**src/rtl/stkp_pkg.sv**
```systemverilog
// Shared types for the fixed-page stack pointer.
package stkp_pkg;
    // Resolved stack action for one cycle
    typedef enum logic [1:0] {
        OP_IDLE = 2'd0,
        OP_PUSH = 2'd1,
        OP_POP  = 2'd2,
        OP_HOLD = 2'd3
    } stk_op_e;
endpackage

```
**src/rtl/stkp_decode.sv**
```systemverilog
// Decodes the request strobes into one stack action.
// Assumes push and pop are never requested together. Push or call takes
// precedence if that happens. Halt suppresses only the return increment.
module stkp_decode
    import stkp_pkg::*;
(
    input  logic    push_i,
    input  logic    pop_i,
    input  logic    call_i,
    input  logic    ret_i,
    input  logic    halt_i,
    output stk_op_e op_o
);
    // Priority: write requests, then reads, then the halted return cycle
    always_comb begin
        if (push_i || call_i)
            op_o = OP_PUSH;
        else if (pop_i || (ret_i && !halt_i))
            op_o = OP_POP;
        else if (ret_i)
            op_o = OP_HOLD;
        else
            op_o = OP_IDLE;
    end
endmodule

```
**src/rtl/stkp_ptr_reg.sv**
```systemverilog
// Holds the movable low part of the stack pointer.
// Resets to all ones, decrements after a push, and increments on a pop.
// Wraps modulo 2**PTR_W without any flag.
module stkp_ptr_reg
    import stkp_pkg::*;
#(
    parameter int PTR_W = 8
) (
    input  logic             clk,
    input  logic             rst_n,
    input  stk_op_e          op_i,
    output logic [PTR_W-1:0] ptr_o,
    output logic [PTR_W-1:0] ptr_inc_o
);
    localparam logic [PTR_W-1:0] ONE = PTR_W'(1);

    logic [PTR_W-1:0] ptr_q;
    logic [PTR_W-1:0] ptr_d;

    // Incremented value, shared by next-state logic and address forming
    assign ptr_inc_o = ptr_q + ONE;
    assign ptr_o     = ptr_q;

    // Next pointer value from the resolved action
    always_comb begin
        unique case (op_i)
            OP_PUSH: ptr_d = ptr_q - ONE;
            OP_POP:  ptr_d = ptr_inc_o;
            default: ptr_d = ptr_q;
        endcase
    end

    // Pointer register with synchronous active-low reset to the top
    always_ff @(posedge clk) begin
        if (!rst_n)
            ptr_q <= '1;
        else
            ptr_q <= ptr_d;
    end
endmodule

```
**src/rtl/stkp_addr_form.sv**
```systemverilog
// Forms the full stack address from the fixed page and the low pointer.
// Push presents the current top. Pop presents the incremented pointer.
// The page field is built bit by bit as constant ones.
module stkp_addr_form
    import stkp_pkg::*;
#(
    parameter int ADDR_W = 16,
    parameter int PTR_W  = 8
) (
    input  stk_op_e           op_i,
    input  logic [PTR_W-1:0]  ptr_i,
    input  logic [PTR_W-1:0]  ptr_inc_i,
    output logic [ADDR_W-1:0] addr_o,
    output logic              we_o
);
    localparam int PAGE_W = ADDR_W - PTR_W;

    logic [PAGE_W-1:0] page;
    logic [PTR_W-1:0]  low;

    // Fixed page bits tied high
    for (genvar g = 0; g < PAGE_W; g++) begin : g_page
        assign page[g] = 1'b1;
    end

    // Low-byte select: pre-increment for reads, current top otherwise
    always_comb begin
        low  = (op_i == OP_POP) ? ptr_inc_i : ptr_i;
        we_o = (op_i == OP_PUSH);
    end

    assign addr_o = {page, low};
endmodule

```
**src/rtl/fixed_page_stack_ptr.sv**
```systemverilog
// Top of the fixed-page descending stack pointer.
// Assumes ret_i is held for both return cycles, with pc_halt_i high in
// the second. Push and pop are never requested together.
module fixed_page_stack_ptr #(
    parameter int ADDR_W = 16,
    parameter int PTR_W  = 8
) (
    input  logic              clk,
    input  logic              rst_n,
    input  logic              push_i,
    input  logic              pop_i,
    input  logic              call_i,
    input  logic              ret_i,
    input  logic              pc_halt_i,
    output logic [ADDR_W-1:0] stk_addr_o,
    output logic              stk_we_o
);
    import stkp_pkg::*;

    stk_op_e          op;
    logic [PTR_W-1:0] ptr;
    logic [PTR_W-1:0] ptr_inc;

    stkp_decode u_dec (
        .push_i (push_i),
        .pop_i  (pop_i),
        .call_i (call_i),
        .ret_i  (ret_i),
        .halt_i (pc_halt_i),
        .op_o   (op)
    );

    stkp_ptr_reg #(.PTR_W(PTR_W)) u_ptr (
        .clk       (clk),
        .rst_n     (rst_n),
        .op_i      (op),
        .ptr_o     (ptr),
        .ptr_inc_o (ptr_inc)
    );

    stkp_addr_form #(.ADDR_W(ADDR_W), .PTR_W(PTR_W)) u_addr (
        .op_i      (op),
        .ptr_i     (ptr),
        .ptr_inc_i (ptr_inc),
        .addr_o    (stk_addr_o),
        .we_o      (stk_we_o)
    );
endmodule

```
**config.mk**
```make
export PLATFORM = sky130hd
export DESIGN_NAME = fixed_page_stack_ptr
export DESIGN_NICKNAME = d
export VERILOG_FILES = /design/src/rtl/stkp_pkg.sv /design/src/rtl/stkp_decode.sv /design/src/rtl/stkp_ptr_reg.sv /design/src/rtl/stkp_addr_form.sv /design/src/rtl/fixed_page_stack_ptr.sv
export SDC_FILE = /design/constraint.sdc
export NUM_CORES = 1
export LEC_CHECK = 0
export ABC_AREA = 1
export BUFFER_PORTS_ARGS = -buffer_cell sky130_fd_sc_hd__buf_2
export CORE_MARGIN = 10
export CORE_UTILIZATION = 52
export DETAILED_ROUTE_END_ITERATION = 10
export GPL_TIMING_DRIVEN = 0
export PLACE_DENSITY_LB_ADDON = 0.3
export SLEW_MARGIN = 20
export SYNTH_ARGS = -nofsm -noshare
export SYNTH_HDL_FRONTEND = slang
export SYNTH_SLANG_ARGS = --single-unit
export TNS_END_PERCENT = 50
```
**constraint.sdc**
```tcl
create_clock -name clk -period 2.22 [get_ports clk]
set_input_delay 0.111 -clock clk [delete_from_list [all_inputs] [get_ports clk]]
set_output_delay 0.111 -clock clk [all_outputs]
set_load 0.005 [all_outputs]
```
# Word level (Yosys, flattened, before mapping)
# Cells that the tools add are included.
word_totals:
  out_inout_bits: 17
  in_bits: 7
  wordCells: 15
  reg_bits: 8
classes:
  eq_ne: 2
  n_reduce_logical: 5
  n_mux: 5
  addsub: 2
op_table:
  columns: ["operator", "count"]
  rows:
  - ["8-bit one-hot mux with 2 select lines", 1]
  - ["8-bit by 1-bit adder with 8-bit output (second input constant)", 1]
  - ["8-bit 2-to-1 mux", 1]
  - ["8-bit by 1-bit subtractor with 8-bit output (second input constant)", 1]
  - ["2-bit 2-to-1 mux", 3]
  - ["2-bit by 1-bit == test with 1-bit output (second input constant)", 1]
  - ["2-bit == test (second input constant)", 1]
  - ["1-bit logical OR", 2]
  - ["2-bit nonzero test", 1]
  - ["1-bit logical AND", 1]
  - ["1-bit zero test", 1]

# Longest topological paths before layout
# Gate-level depths: netlist of run 1.
logic_depth:
  word_depth: 7
  mapped_depth: 11
  depth_no_buf: 10

# By module
# Synthesis of run 1 repeated with hierarchy kept, for this count alone.
unflattened:
  cells_unflattened: 148
  hier_area_um2: 859.6
by_module_without_submodules:
  columns: ["module", "area_per_inst_um2", "cells_per_inst", "seq_area_each_um2", "n_inst"]
  rows:
  - ["stkp_ptr_reg", 630.6, 102, 160.2, 1]
  - ["stkp_addr_form", 193.9, 37, 0.0, 1]
  - ["stkp_decode", 35.0, 9, 0.0, 1]

# Worst setup path after synthesis of run 1
# OpenSTA, ideal clock, no wires.
synth_path:
  kind: "register to register"
  startpoint: "register u_ptr.ptr_q[0], in the netlist u_ptr.ptr_o[0]"
  endpoint: "register u_ptr.ptr_q[4], in the netlist u_ptr.ptr_o[4]"
  path_buffers: 0
  path_stages_with_launch: 9
  arrival_time_ps: 1077
  slack_ps: 1028
  setup_time_ps: 115
  required_time_ps: 2105
  period_less_slack_ps: 1192
  cell_sequence: "dfxtp_1 > inv_1 > ha_1 > nand2_1 > nor2_1 > o21ai_0 > nand2_1 > nand2_1 > nand2_1"
synth_between:
  elab_chain_cells: 2
  word_cells_on_any_way: 3
  classes_between: "2 x add/sub; 1 x mux"
synth_lines:
  columns: ["element", "line", "rtl"]
  rows:
  - ["start: declaration", "stkp_ptr_reg.sv:17", "logic [PTR_W-1:0] ptr_q;"]
  - ["start signal: assignment", "stkp_ptr_reg.sv:38", "ptr_q <= ptr_d;"]
  - ["8-bit by 1-bit adder with 8-bit output / 8-bit by 1-bit subtractor with 8-bit output (equally long branches)", "stkp_ptr_reg.sv:21, stkp_ptr_reg.sv:27", null]
  - ["8-bit one-hot mux with 2 select lines *", "stkp_ptr_reg.sv:26", "unique case (op_i)"]
# Every way passes the cells marked *; elsewhere a longest branch is shown, timed or not.
# A chain may end at the register's enable or synchronous reset.

# Worst setup path in the final report of run 1
layout_path:
  startpoint: "register u_ptr.ptr_q[1], in the netlist u_ptr.ptr_o[1]"
  endpoint: "output stk_addr_o[4]"
layout_between:
  elab_chain_cells: 2
layout_lines:
  columns: ["element", "line", "rtl"]
  rows:
  - ["8-bit by 1-bit adder with 8-bit output", "stkp_ptr_reg.sv:21", "assign ptr_inc_o = ptr_q + ONE;"]
  - ["8-bit 2-to-1 mux", "stkp_addr_form.sv:28", "low = (op_i == OP_POP) ? ptr_inc_i : ptr_i;"]
  - ["end: declaration", "fixed_page_stack_ptr.sv:15", "output logic [ADDR_W-1:0] stk_addr_o,"]
# Every way passes these cells.

==> results of run 1 <==
critical path, delay by kind of cell, from the launching register on:
family          cells  cell delay, ns
compound gates      1            0.07
xor+xnor            1            0.15
fa+ha+maj           1            0.22
buf+inv             1            0.14
flops               1            0.42
simple gates        3            0.24
cell families after synthesis:
group,count (synthesis),share of synthesized area [%]
buf+inv,29,19.2
xor+xnor,1,1.06
flops,8,19.4
compound gates,17,11.7
simple gates,75,42.1
other cells,1,0.454
fa+ha+maj,4,6.06
power breakdown:
group	switching (mW)	total, mW	internal, mW
clock network	0.0546	0.117	0.0622
logic	0.109	0.187	0.0775
registers	0.0178	0.174	0.156
total	0.181	0.478	0.296
area by class of cell:
type | count | area (um2) | area share, %
Multi-Input combinational cell | 105 | 533 | 55.0
Sequential cell | 8 | 160 | 16.5
Buffer | 10 | 82.6 | 8.52
Clock buffer | 3 | 22.5 | 2.32
Inverter | 19 | 76.3 | 7.87
Tap cell | 16 | 20.0 | 2.06
Timing Repair Buffer | 15 | 75.1 | 7.74
layout by cell type, fill, tap and decap left out, drive strengths merged:
| cell | instances |
|---|---|
| nand3 | 15 |
| nand2 | 44 |
| a21oi | 3 |
| o21ai | 10 |
| xor2 | 1 |
| o2111ai | 1 |
| o211ai | 3 |
| conb | 8 |
| clkbuf | 3 |
| dfxtp | 8 |
| ha | 4 |
| inv | 19 |
| buf | 25 |
| nor2 | 14 |
| nand4 | 2 |
per-stage QoR:
stage / setup WS [ns] / std cells / total power, mW / hold WS (ns) / area [um2]
2_1_floorplan: 1.03 / 142 / 0.310 / 0.180 / 852
3_3_place_gp: 0.906 / 173 / 0.355 / 0.357 / 947
3_5_place_dp: 0.876 / 173 / 0.361 / 0.361 / 947
4_1_cts: 0.599 / 176 / 0.476 / 0.0949 / 970
5_1_grt: 0.474 / 176 / 0.515 / 0.102 / 970
6_report: 0.596 / 176 / 0.478 / 0.0968 / 970
worst paths after layout:
kind	cells after the start	end
max	7	stk_addr_o[4]
min	2	u_ptr.ptr_o[6]
max reg2reg	9	u_ptr.ptr_o[6]
min reg2reg	2	u_ptr.ptr_o[7]
layer usage:
layer | share of wire, % | track usage [%] | routed length, um
met3 | 12 | 5.30 | 254
met2 | 41 | 19.7 | 883
met4 | 2.4 | 7.05 | 51
met1 | 45 | 14.6 | 958
met5 | 0 | 0 | 0
==> impl_metrics.yaml, run 1 <==
routing:
  routedWlPerCell_um: 12.2
  postRouteAntennaNets: 0
  vias: 896
  via_per_inst: 5.09
  drc_errors: 0
  drt_first_pass_iters: 4
  wirelength_um: 2150
  drt_iter0_drc: 42
cells_and_area:
  fin_util_pct: 64.4
  area_delta_synth_final_pct: 17.4
  final_layout_size_suffix_gt1_share_pct: 26.9
  nets: 173
  antennaDiodeCount: 0
  n_fill_cell: 137
  largest_register_ff_count: 8
yosys:
  synth_edf_count: 0
  ys_seq_elements: 8
  synth.distinct_cells: 22
  syn_inst: 135
  yosysTopAreaCell: "dfxtp_1"
  ys_seq_area_share_pct: 19.4
  synthTopCellsByCount: "39 x nand2_1, 14 x inv_1, 14 x nand3_1"
  syn_area_per_cell_um2: 6.12
  netlist_area_um2: 826
  synth-async-reset-ratio_pct: 0
  synth_top_area_share_pct: 19.4
  synth_area_leaders: "dfxtp_1 19%, nand2_1 18%, nand3_1 8.5%"
  yosysWarnings: 0
  synthFlopType: "dfxtp_1"
  synth.most_common_cell: "nand2_1"
timing:
  fin_crit_sh_pct: 73.2
  fin_setup_tns_ns: 0
  finalClockSkew_ns: 0.00419
  rsz0062_at_grt: "false"
  setup_viol: 0
  fin_crit_ns: 1.62
  final_hold_viol_count: 0
  max_freq_mhz: 616
  slew_violations: 0
die:
  core_region_area_um2: 1510
  num_rows: 14
  die_x_um: 59.9
  die_area_um2: 3580
  floorplan.initialDensity_pct: 54.8
  dieHeight_um: 59.9
  ios: 24
clock_tree:
  clock-sinks: 8
  htreeDepth: 1
  cts_resized: 0
  clock_path_buffers: 2
  hold_buffers: 0
  cts_root_buf: "clkbuf_4"
  clk_latency_ns: 0.26
  cts_post_setup_buffers_inserted: 0
  clkTransAtPathRegs_ns: 0.06
  numCtsBuffers: 3
  cts_tree: "yes"
critical_path:
  startpoint: "u_ptr.ptr_o[1]"
  cp.arrival_ns: 1.51
  crit_type: "reg2out"
  worst_setup_path_end_kind: "output port"
  cp-start-kind: "flip-flop"
  crit_required_ns: 2.11
  cp_max_fo: 5
  rr_startpoint: "u_ptr.ptr_o[0]"
  cpMaxStageDelayCell: "dfxtp_1"
  cp_slowest_stage_delay_ns: 0.42
  worstPathCellList: "ha_1 > nand2_2 > nor2_2 > xor2_1 > nand2_1 > o21ai_0 > buf_2"
  rrSetupSlack_ns: 0.86
run_status:
  status: "complete, no violations"
placement:
  gp_congestion: 0.930
  dp_hpwl_um: 1680
  port_buffers: 15
global_routing:
  grt_pass1_wl_um: 3690
  grt_max_degree: 11
  grt_use_total_pct: 12.8
  grt_overflow: 0
  grt_pass1_vias: 879
  antenna_found_initial: 0
worst_hold_path:
  hold_path.class: "in2reg"
  hp-start: "rst_n"
power_and_ir_drop:
  leakage_nw: 0.546
  peakVddDrop_mv: 0.345
  p_per_area_nw_per_um2: 493
job:
  cap_violations: 0
(Power assumes the default switching activity.)
==> run 2: changes to the inputs <==
- CORE_UTILIZATION: 52 -> 50
- clock period: 2.22 -> 1.5 ns (I/O delays scaled with it)
==> impl_metrics.yaml, run 2 (synthesis results as in run 1) <==
routing:
  via_per_inst: 5.03
  drt_iter0_drc: 30
  postRouteAntennaNets: 0
  vias: 891
  routedWlPerCell_um: 11.9
  drc_errors: 0
  drt_first_pass_iters: 4
  wirelength_um: 2110
critical_path:
  worst_setup_path_end_kind: "output port"
  crit_required_ns: 1.42
  startpoint: "u_ptr.ptr_o[0]"
  cp_slowest_stage_delay_ns: 0.36
  cp_max_fo: 5
  rr_startpoint: "u_ptr.ptr_o[0]"
  cp.arrival_ns: 1.39
  worstPathCellList: "inv_1 > ha_2 > nand2_1 > o21ai_0 > buf_2"
  rrSetupSlack_ns: 0.13
  cp-start-kind: "flip-flop"
  cpLargestDelayFamily: "flip-flops"
  cpMaxStageDelayCell: "dfxtp_4"
  crit_buf_inv: 2
  crit_type: "reg2out"
worst_hold_path:
  hp-start: "rst_n"
  hold_path.class: "in2reg"
global_routing:
  grt_pass1_wl_um: 3470
  grt_overflow: 0
  grt_use_total_pct: 11.8
  grt_pass1_vias: 829
  grt_max_degree: 11
  antenna_found_initial: 0
placement:
  gp_congestion: 0.925
  dp.cells: 173
  placed_cell_area_um2: 947
  port_buffers: 15
  dp_hpwl_um: 1660
power_and_ir_drop:
  p_sw_share_pct: 37.9
  clockPowerShare_pct: 23.8
  finalPower_mw: 0.725
  p_per_area_nw_per_um2: 719
  combPwrFrac_pct: 40.0
  peakVddDrop_mv: 0.696
  internal-power_mw: 0.450
  leakage_nw: 0.547
  p_seq_share_pct: 36.1
  p_sw_mw: 0.275
clock_tree:
  clock_path_buffers: 2
  cts_tree: "yes"
  numCtsBuffers: 3
  hold_buffers: 0
  clock-sinks: 8
  htreeDepth: 1
  clkTransAtPathRegs_ns: 0.05
  clk_latency_ns: 0.26
  cts_root_buf: "clkbuf_4"
timing:
  slew_violations: 0
  finalClockSkew_ns: 0.000507
  fin_setup_tns_ns: 0
  setup_viol: 0
  fin_crit_sh_pct: 97.8
  rsz0062_at_grt: "true"
  max_freq_mhz: 682
  fin_crit_ns: 1.47
  final_hold_viol_count: 0
die:
  core_region_area_um2: 1540
  ios: 24
  num_rows: 14
  die_x_um: 60.6
  die_area_um2: 3680
  dieHeight_um: 60.6
  floorplan.initialDensity_pct: 53.6
cells_and_area:
  nets: 174
  stdcell_count: 177
  area_delta_synth_final_pct: 22.1
  design_area_um2: 1010
  final_layout_size_suffix_gt1_share_pct: 32.9
  largest_register_ff_count: 8
  n_fill_cell: 150
  antennaDiodeCount: 0
  final_common_cell: "nand2_1"
  final_cell_mix: "39 x nand2_1, 15 x buf_2, 13 x inv_1, 13 x nand3_1, 10 x nor2_1"
  fin_util_pct: 65.4
run_status:
  status: "complete, no violations"
job:
  cap_violations: 0
## run 2: changes by cell type in the layout (fill, tap and decap cells not counted), sizes merged
cell / previous run / this run
buf: 25 / 26
## run 2: final timing paths
path / end / cells past startpoint
worst max-delay path: stk_addr_o[1] / 5
worst min-delay path: u_ptr.ptr_o[6] / 2
worst max register to register: u_ptr.ptr_o[6] / 9
worst min register to register: u_ptr.ptr_o[7] / 2
## run 2: final cells by class
cell class / instances / area (um2) / area share [%]
buffer: 10 / 82.6 / 8.19
tap: 16 / 20.0 / 1.99
clock buffer: 3 / 22.5 / 2.23
multi-input combinational: 105 / 553 / 54.8
sequential: 8 / 171 / 17.0
inverter: 19 / 76.3 / 7.57
timing repair buffer: 16 / 82.6 / 8.19
## run 2: repair_timing
item / 4_1_cts / 5_1_grt
gates resized for setup: 4 / 9
pin swaps: 0 / 1
hold endpoints to repair: 0 / 0
endpoints found under the setup margin: 2 / 4
setup buffers: 0 / 1
## run 2: power by group through the flow
stage | Sequential (mW) | Combinational (mW) | Clock (mW)
floorplan | 0.256 | 0.203 | 0
global placement | 0.260 | 0.266 | 0
detailed placement | 0.261 | 0.273 | 0
CTS | 0.259 | 0.275 | 0.177
global route | 0.265 | 0.335 | 0.185
finish | 0.262 | 0.290 | 0.173
## run 2: worst register-to-register path, cell delays in order, from the launching register on
cell and delay [ns]:
dfxtp_4 0.36, inv_1 0.14, ha_2 0.22, nand2_1 0.08, nor2_1 0.15, nand4_1 0.10, nand2_1 0.08, nand2_1 0.05
nand2_1 0.05, nand2_1 0.04
## run 2: metrics by stage
| step | hold slack (ns) | setup slack (ns) |
|---|---|---|
| floorplan | 0.144 | 0.308 |
| global placement | 0.321 | 0.185 |
| detailed placement | 0.319 | 0.147 |
| CTS | 0.0447 | 0.00583 |
| global route | 0.0746 | -0.0471 |
| finish | 0.0532 | 0.0334 |
## run 2: metal layers
layer / GRT usage (%) / up-vias / routed length, um
li1: - / 471 / -
met1: 13.9 / 394 / 969
met2: 19.1 / 22 / 919
met3: 3.34 / 4 / 181
met4: 5.64 / 0 / 34
met5: 0 / - / 0
